[config.mk]
export PLATFORM = sky130hd
export DESIGN_NAME = booth_seq_mult
export DESIGN_NICKNAME = d
export VERILOG_FILES = /design/src/rtl/booth_pkg.sv /design/src/rtl/booth_recode.sv /design/src/rtl/booth_addsub.sv /design/src/rtl/booth_seq_ctrl.sv /design/src/rtl/booth_seq_mult.sv
export SDC_FILE = /design/constraint.sdc
export NUM_CORES = 1
export LEC_CHECK = 0
export BUFFER_PORTS_ARGS = -buffer_cell sky130_fd_sc_hd__buf_4
export CAP_MARGIN = 20
export CORE_MARGIN = 2
export CORE_UTILIZATION = 55
export CTS_CLUSTER_SIZE = 16
export DETAILED_ROUTE_END_ITERATION = 10
export MAX_ROUTING_LAYER = met4
export PLACE_DENSITY = 0.8
export SETUP_SLACK_MARGIN = 0.15
export SLEW_MARGIN = 20
export SYNTH_ARGS = -nofsm -noshare
export SYNTH_HDL_FRONTEND = slang
export SYNTH_SLANG_ARGS = --single-unit
[constraint.sdc]
create_clock -name clk -period 2.2 [get_ports clk]
set_input_delay 0.11 -clock clk [delete_from_list [all_inputs] [get_ports clk]]
set_output_delay 0.11 -clock clk [all_outputs]
set_load 0.02 [all_outputs]
[src/rtl/booth_pkg.sv]
package booth_pkg;
  typedef enum logic [1:0] {
    STEP_KEEP = 2'd0,
    STEP_ADD  = 2'd1,
    STEP_SUB  = 2'd2
  } step_op_e;

  // Bit pair {current multiplier LSB, previously shifted-out bit}
  function automatic step_op_e pair_to_op(input logic lsb, input logic prev);
    case ({lsb, prev})
      2'b01:   return STEP_ADD;
      2'b10:   return STEP_SUB;
      default: return STEP_KEEP;
    endcase
  endfunction
endpackage

[src/rtl/booth_recode.sv]
module booth_recode
  import booth_pkg::*;
(
  input  logic     lsb_i,
  input  logic     prev_i,
  output step_op_e op_o,
  output logic     add_o,
  output logic     sub_o
);
  always_comb begin
    op_o  = pair_to_op(lsb_i, prev_i);
    add_o = (op_o == STEP_ADD);
    sub_o = (op_o == STEP_SUB);
  end
endmodule

[src/rtl/booth_addsub.sv]
module booth_addsub
  import booth_pkg::*;
#(
  parameter int WIDTH = 5,
  localparam int EW = WIDTH + 1
) (
  input  logic [EW-1:0]    acc_i,
  input  logic [WIDTH-1:0] mcand_i,
  input  step_op_e         op_i,
  output logic [EW-1:0]    sum_o
);
  function automatic logic [EW-1:0] sext(input logic [WIDTH-1:0] v);
    return {v[WIDTH-1], v};
  endfunction

  function automatic logic [EW-1:0] apply(input logic [EW-1:0] a,
                                          input logic [WIDTH-1:0] m,
                                          input step_op_e op);
    case (op)
      STEP_ADD: return a + sext(m);
      STEP_SUB: return a + ~sext(m) + EW'(1);
      default:  return a;
    endcase
  endfunction

  always_comb sum_o = apply(acc_i, mcand_i, op_i);
endmodule

[src/rtl/booth_seq_ctrl.sv]
module booth_seq_ctrl #(
  parameter int WIDTH = 5,
  localparam int CW = $clog2(WIDTH + 1)
) (
  input  logic clk,
  input  logic rst_n,
  input  logic start_i,
  output logic load_o,
  output logic step_o,
  output logic busy_o,
  output logic done_o
);
  logic [CW-1:0] cnt_q;
  logic          busy_q, done_q;
  logic          last_step;

  assign load_o    = start_i && !busy_q;
  assign step_o    = busy_q;
  assign last_step = busy_q && (cnt_q == CW'(1));

  always_ff @(posedge clk or negedge rst_n) begin
    if (!rst_n) begin
      cnt_q  <= '0;
      busy_q <= 1'b0;
      done_q <= 1'b0;
    end else begin
      done_q <= last_step;
      if (load_o) begin
        cnt_q  <= CW'(WIDTH);
        busy_q <= 1'b1;
      end else if (busy_q) begin
        cnt_q  <= cnt_q - CW'(1);
        busy_q <= !last_step;
      end
    end
  end

  assign busy_o = busy_q;
  assign done_o = done_q;

  a_r3_done_single: assert property (@(posedge clk) disable iff (!rst_n)
    done_q |=> !done_q);
  a_r2_done_after_busy: assert property (@(posedge clk) disable iff (!rst_n)
    $fell(busy_q) |-> done_q);
  a_r2_count_range: assert property (@(posedge clk) disable iff (!rst_n)
    busy_q |-> (cnt_q != '0) && (cnt_q <= CW'(WIDTH)));
  a_r7_no_reload: assert property (@(posedge clk) disable iff (!rst_n)
    (busy_q && !last_step) |=> busy_q);
endmodule

[src/rtl/booth_seq_mult.sv]
module booth_seq_mult
  import booth_pkg::*;
#(
  parameter int WIDTH = 5,
  localparam int EW = WIDTH + 1,
  localparam int PW = 2 * WIDTH
) (
  input  logic             clk,
  input  logic             rst_n,
  input  logic             start_i,
  input  logic [WIDTH-1:0] mcand_i,
  input  logic [WIDTH-1:0] mplier_i,
  output logic             busy_o,
  output logic             done_o,
  output logic [PW-1:0]    product_o
);
  logic [WIDTH-1:0] mcand_q;
  logic [WIDTH-1:0] mq_q;
  logic [EW-1:0]    acc_q;
  logic             prev_q;

  logic             load_w, step_w;
  step_op_e         op_w;
  logic             add_w, sub_w;
  logic [EW-1:0]    sum_w;

  booth_seq_ctrl #(.WIDTH(WIDTH)) ctrl_i (
    .clk(clk), .rst_n(rst_n), .start_i(start_i),
    .load_o(load_w), .step_o(step_w), .busy_o(busy_o), .done_o(done_o)
  );

  booth_recode recode_i (
    .lsb_i(mq_q[0]), .prev_i(prev_q), .op_o(op_w), .add_o(add_w), .sub_o(sub_w)
  );

  booth_addsub #(.WIDTH(WIDTH)) addsub_i (
    .acc_i(acc_q), .mcand_i(mcand_q), .op_i(op_w), .sum_o(sum_w)
  );

  always_ff @(posedge clk or negedge rst_n) begin
    if (!rst_n) begin
      mcand_q <= '0;
      mq_q    <= '0;
      acc_q   <= '0;
      prev_q  <= 1'b0;
    end else if (load_w) begin
      mcand_q <= mcand_i;
      mq_q    <= mplier_i;
      acc_q   <= '0;
      prev_q  <= 1'b0;
    end else if (step_w) begin
      acc_q   <= {sum_w[EW-1], sum_w[EW-1:1]};
      mq_q    <= {sum_w[0], mq_q[WIDTH-1:1]};
      prev_q  <= mq_q[0];
    end
  end

  assign product_o = {acc_q[WIDTH-1:0], mq_q};

  a_r5_one_op: assert property (@(posedge clk) disable iff (!rst_n)
    $onehot0({add_w, sub_w}));
  a_r7_operand_hold: assert property (@(posedge clk) disable iff (!rst_n)
    busy_o |=> $stable(mcand_q));
  a_r8_product_hold: assert property (@(posedge clk) disable iff (!rst_n)
    (!busy_o && !start_i) |=> $stable(product_o));
  a_r6_no_overflow: assert property (@(posedge clk) disable iff (!rst_n)
    done_o |-> (acc_q[EW-1] == acc_q[WIDTH-1]));
endmodule

==> impl_results.md <==
* Worst-case clock buffer depth at 2
* Share of layout cells above drive strength 1 at 21.1%
* Drc violations at 0
* 1st-iter DRT viols at 23
* Die Area at 3020 sq um
* I/O pin cnt at 25
* CTS H-Tree Depth at 1
* Post-Synthesis Cell Area at 1430 sq um
* CP required at 2430 ps
* ANT nets after route at 0
* Synth cell types at 38
* Initial antenna violation count at 0
* # Max-Cap Violations at 0
* DRT Wirelength at 3050 microns
* Maximum vdd drop at 975 uV
* Worst setup EP type: flop
* CP Launch Type: flop
* EDFF count, synth at 0
* Maximum fanout along the worst path at 3
* Die Y at 55.0 microns
* GRT Total Usage at 23.7%
* Nets at 201
* Setup_tns at 0 ps
* N_diodes at 0
* Worst path cell trace: ha_1, fa_1, nor3b_1, nor3_2, xor2_1, nand3b_1, a41oi_1
* Synthesized area per cell at 9.80 sq um
* Rows at 18
* Slowest cell delay on critical path at 430 ps
* Period utilization at 92.2%
* Crit path buffers/inverters at 0
* Min Hold Slack at 1.43 ps
* Area taken by multi-input logic gates at 746 sq um
* Routed wire per std cell at 15.2 microns
* Post-layout util at 65.8%
* Clock slew at reported path FFs at 120 ps
* Total clock sinks at 21
* Worst slack at placement at 193 ps
* Predominant post-synthesis flop cell: dfrtp_1
* Syn nets at 175
* Die W at 55.0 microns
* Cts bufs inserted at 3
* Synth Warn # at 0
* Vias at 1,169
* Area Overhead vs Synth at 14.0%
* Slew @ Worst Pin at 605 ps
* Placed Cells incl. Taps at 192
* Final Slew Violations at 0
* Post-synthesis cell count at 146
* WS Path Type: reg -> reg
* Non-Filler Instances at 201
* Vias in the first global route at 1,107
* IO Port Bufs at 24
* Pwr per Cell Area at 1570 nW/um^2
* Setup Skew at 1.49 ps
* CTS tree: built
* Via density per instance at 5.82
* CP max stage cell: dfrtp_1
* Core Region at 2480 sq um
* RSZ-0062 raised after global routing: yes
* Fillers at 208
* Largest net degree at the start of global routing at 22
* Minimum clock period at 2030 ps
* Min-Delay Path Class: in -> reg
* Leak at 0.788 nW
* DR pass1 iterations at 4
* Dpl hpwl at 2220 microns
* Clock root buffer master: clkbuf_4
* GP Congestion at 0.846
* Crit path max-delay family: adder cells
* Data arrival time of the worst path at 2260 ps
* #FFs+latches synth at 21
* Final Setup Violations at 0
* Register area share after synthesis at 36.7%
* Outcome: finished, final reports clean
* Initial core utilization at 57.7%
* Setup ws final at 172 ps
* Fmax at 0.493 GHz
* Final hold viol count at 0
* Async SR Flop Fraction at 100%
* GRT overflow at 0
* Worst skew pair latency at 310 ps
* Reg area at 526 sq um
* Relative slew slack at 59.5%
* First-pass GRT wire length at 4920 microns
layout by cell type, fill, tap and decap left out, types with 2 or more instances in the layout:
cell type | netlist | layout
a211oi_1 | 2 | 2
a21oi_1 | 8 | 8
a221o_1 | 2 | 2
a221oi_1 | 4 | 4
a22o_1 | 2 | 2
a32oi_1 | 2 | 2
buf_4 | 2 | 26
clkbuf_4 | 0 | 3
dfrtp_1 | 21 | 21
dlygate4sd3_1 | 0 | 4
ha_1 | 14 | 13
inv_1 | 16 | 16
mux2i_1 | 4 | 4
nand2_1 | 15 | 15
nand3b_1 | 3 | 3
nor2_1 | 6 | 6
nor2b_1 | 2 | 2
nor3_1 | 5 | 4
o21ai_0 | 11 | 11
o31ai_1 | 3 | 3
xnor2_1 | 2 | 2
worst reg2reg max path: stages, from the launching register on:
cell and delay (ps):
dfrtp_1 430, ha_1 250, fa_1 420, nor3b_1 180
nor3_2 200, xor2_1 180, nand3b_1 90, a41oi_1 200
area by class of cell:
| type | instances | area share, % |
|---|---|---|
| multi-input cells | 100 | 45.7 |
| repair buffers | 30 | 14.4 |
| flip-flops and latches | 21 | 32.2 |
| inverters | 16 | 3.68 |
| clock buffers | 4 | 1.61 |
| well taps | 30 | 2.30 |
metrics by stage:
stage          area, sq um  power [mW]
2_1_floorplan         1430        2.00
3_3_place_gp          1550        2.23
3_5_place_dp          1550        2.31
4_1_cts               1610        2.51
5_1_grt               1630        2.79
6_report              1630        2.56
worst paths after layout:
kind,start,to,slack [ps],cells past startpoint
min in group asynchronous,rst_n,mcand_q[4]$_DFFE_PN0P_,200,2
worst max register to register,acc_q[0]$_DFFE_PN0P_,acc_q[3]$_DFFE_PN0P_,170,7
worst min-delay path,mcand_i[3],mcand_q[3]$_DFFE_PN0P_,1,3
worst max-delay path,acc_q[0]$_DFFE_PN0P_,acc_q[3]$_DFFE_PN0P_,170,7
worst min register to register,ctrl_i.cnt_q[2]$_DFFE_PN0P_,ctrl_i.done_o$_DFF_PN0_,500,1
max in group asynchronous,rst_n,acc_q[0]$_DFFE_PN0P_,1780,2
report_power, final:
group | internal [mW] | leakage, nW | switching [mW]
sequential | 0.566 | 0.261 | 0.188
combinational | 0.721 | 0.512 | 0.891
clock | 0.0708 | 0.0150 | 0.123
total | 1.36 | 0.788 | 1.20
Yosys cell counts (2+ instances only):
library cell / n / share of area (%)
nor3_1: 5 / 1.7
nand3b_1: 3 / 1.6
a221o_1: 2 / 1.4
o31ai_1: 3 / 1.6
clkbuf_1: 3 / 0.79
a21oi_1: 8 / 2.8
fa_1: 2 / 2.8
a221oi_1: 4 / 2.4
a32oi_1: 2 / 1.2
inv_1: 16 / 4.2
a22o_1: 2 / 1.2
xnor2_1: 2 / 1.2
o21ai_0: 11 / 3.8
buf_4: 2 / 1.0
dfrtp_1: 21 / 37
a211oi_1: 2 / 1.0
nor2b_1: 2 / 0.87
mux2i_1: 4 / 2.8
ha_1: 14 / 12
nand2_1: 15 / 3.9
nor2_1: 6 / 1.6
state kept, by name, indices dropped and copies added (netlist names):
| register | cells |
|---|---|
| acc_q | 5 |
| ctrl_i.busy_o | 1 |
| ctrl_i.cnt_q | 3 |
| ctrl_i.done_o | 1 |
| mcand_q | 5 |
| mq_q | 5 |
| prev_q | 1 |
kinds of logic (layout without fill, tap and decap cells):
group           count (synthesis)  in the layout  synth area share (%)
xor+xnor                        3              3                  1.84
flops                          21             21                  36.7
buf+inv                        25             50                  11.8
fa+ha+maj                      16             16                  15.0
mux                             5              5                  3.59
simple gates                   36             36                  12.2
compound gates                 40             40                  18.8
metal layers:
| layer | global-route usage [%] | routed length, microns | vias up | part of all wire (%) |
|---|---|---|---|---|
| met5 | - | 0 | - | 0 |
| li1 | - | - | 559 | - |
| met1 | 27.5 | 1270 | 556 | 42 |
| met3 | 4.30 | 158 | 7 | 5.2 |
| met4 | 8.54 | 46 | 0 | 1.5 |
| met2 | 41.1 | 1570 | 47 | 52 |
what timing repair did:
item,CTS,global route
endpoints found under the hold margin,24,0
resized for setup,0,3
setup buffers,0,1
endpoints found under the setup margin,0,2
hold buffers,4,0
Note: power is estimated with default switching activity, not from simulation.
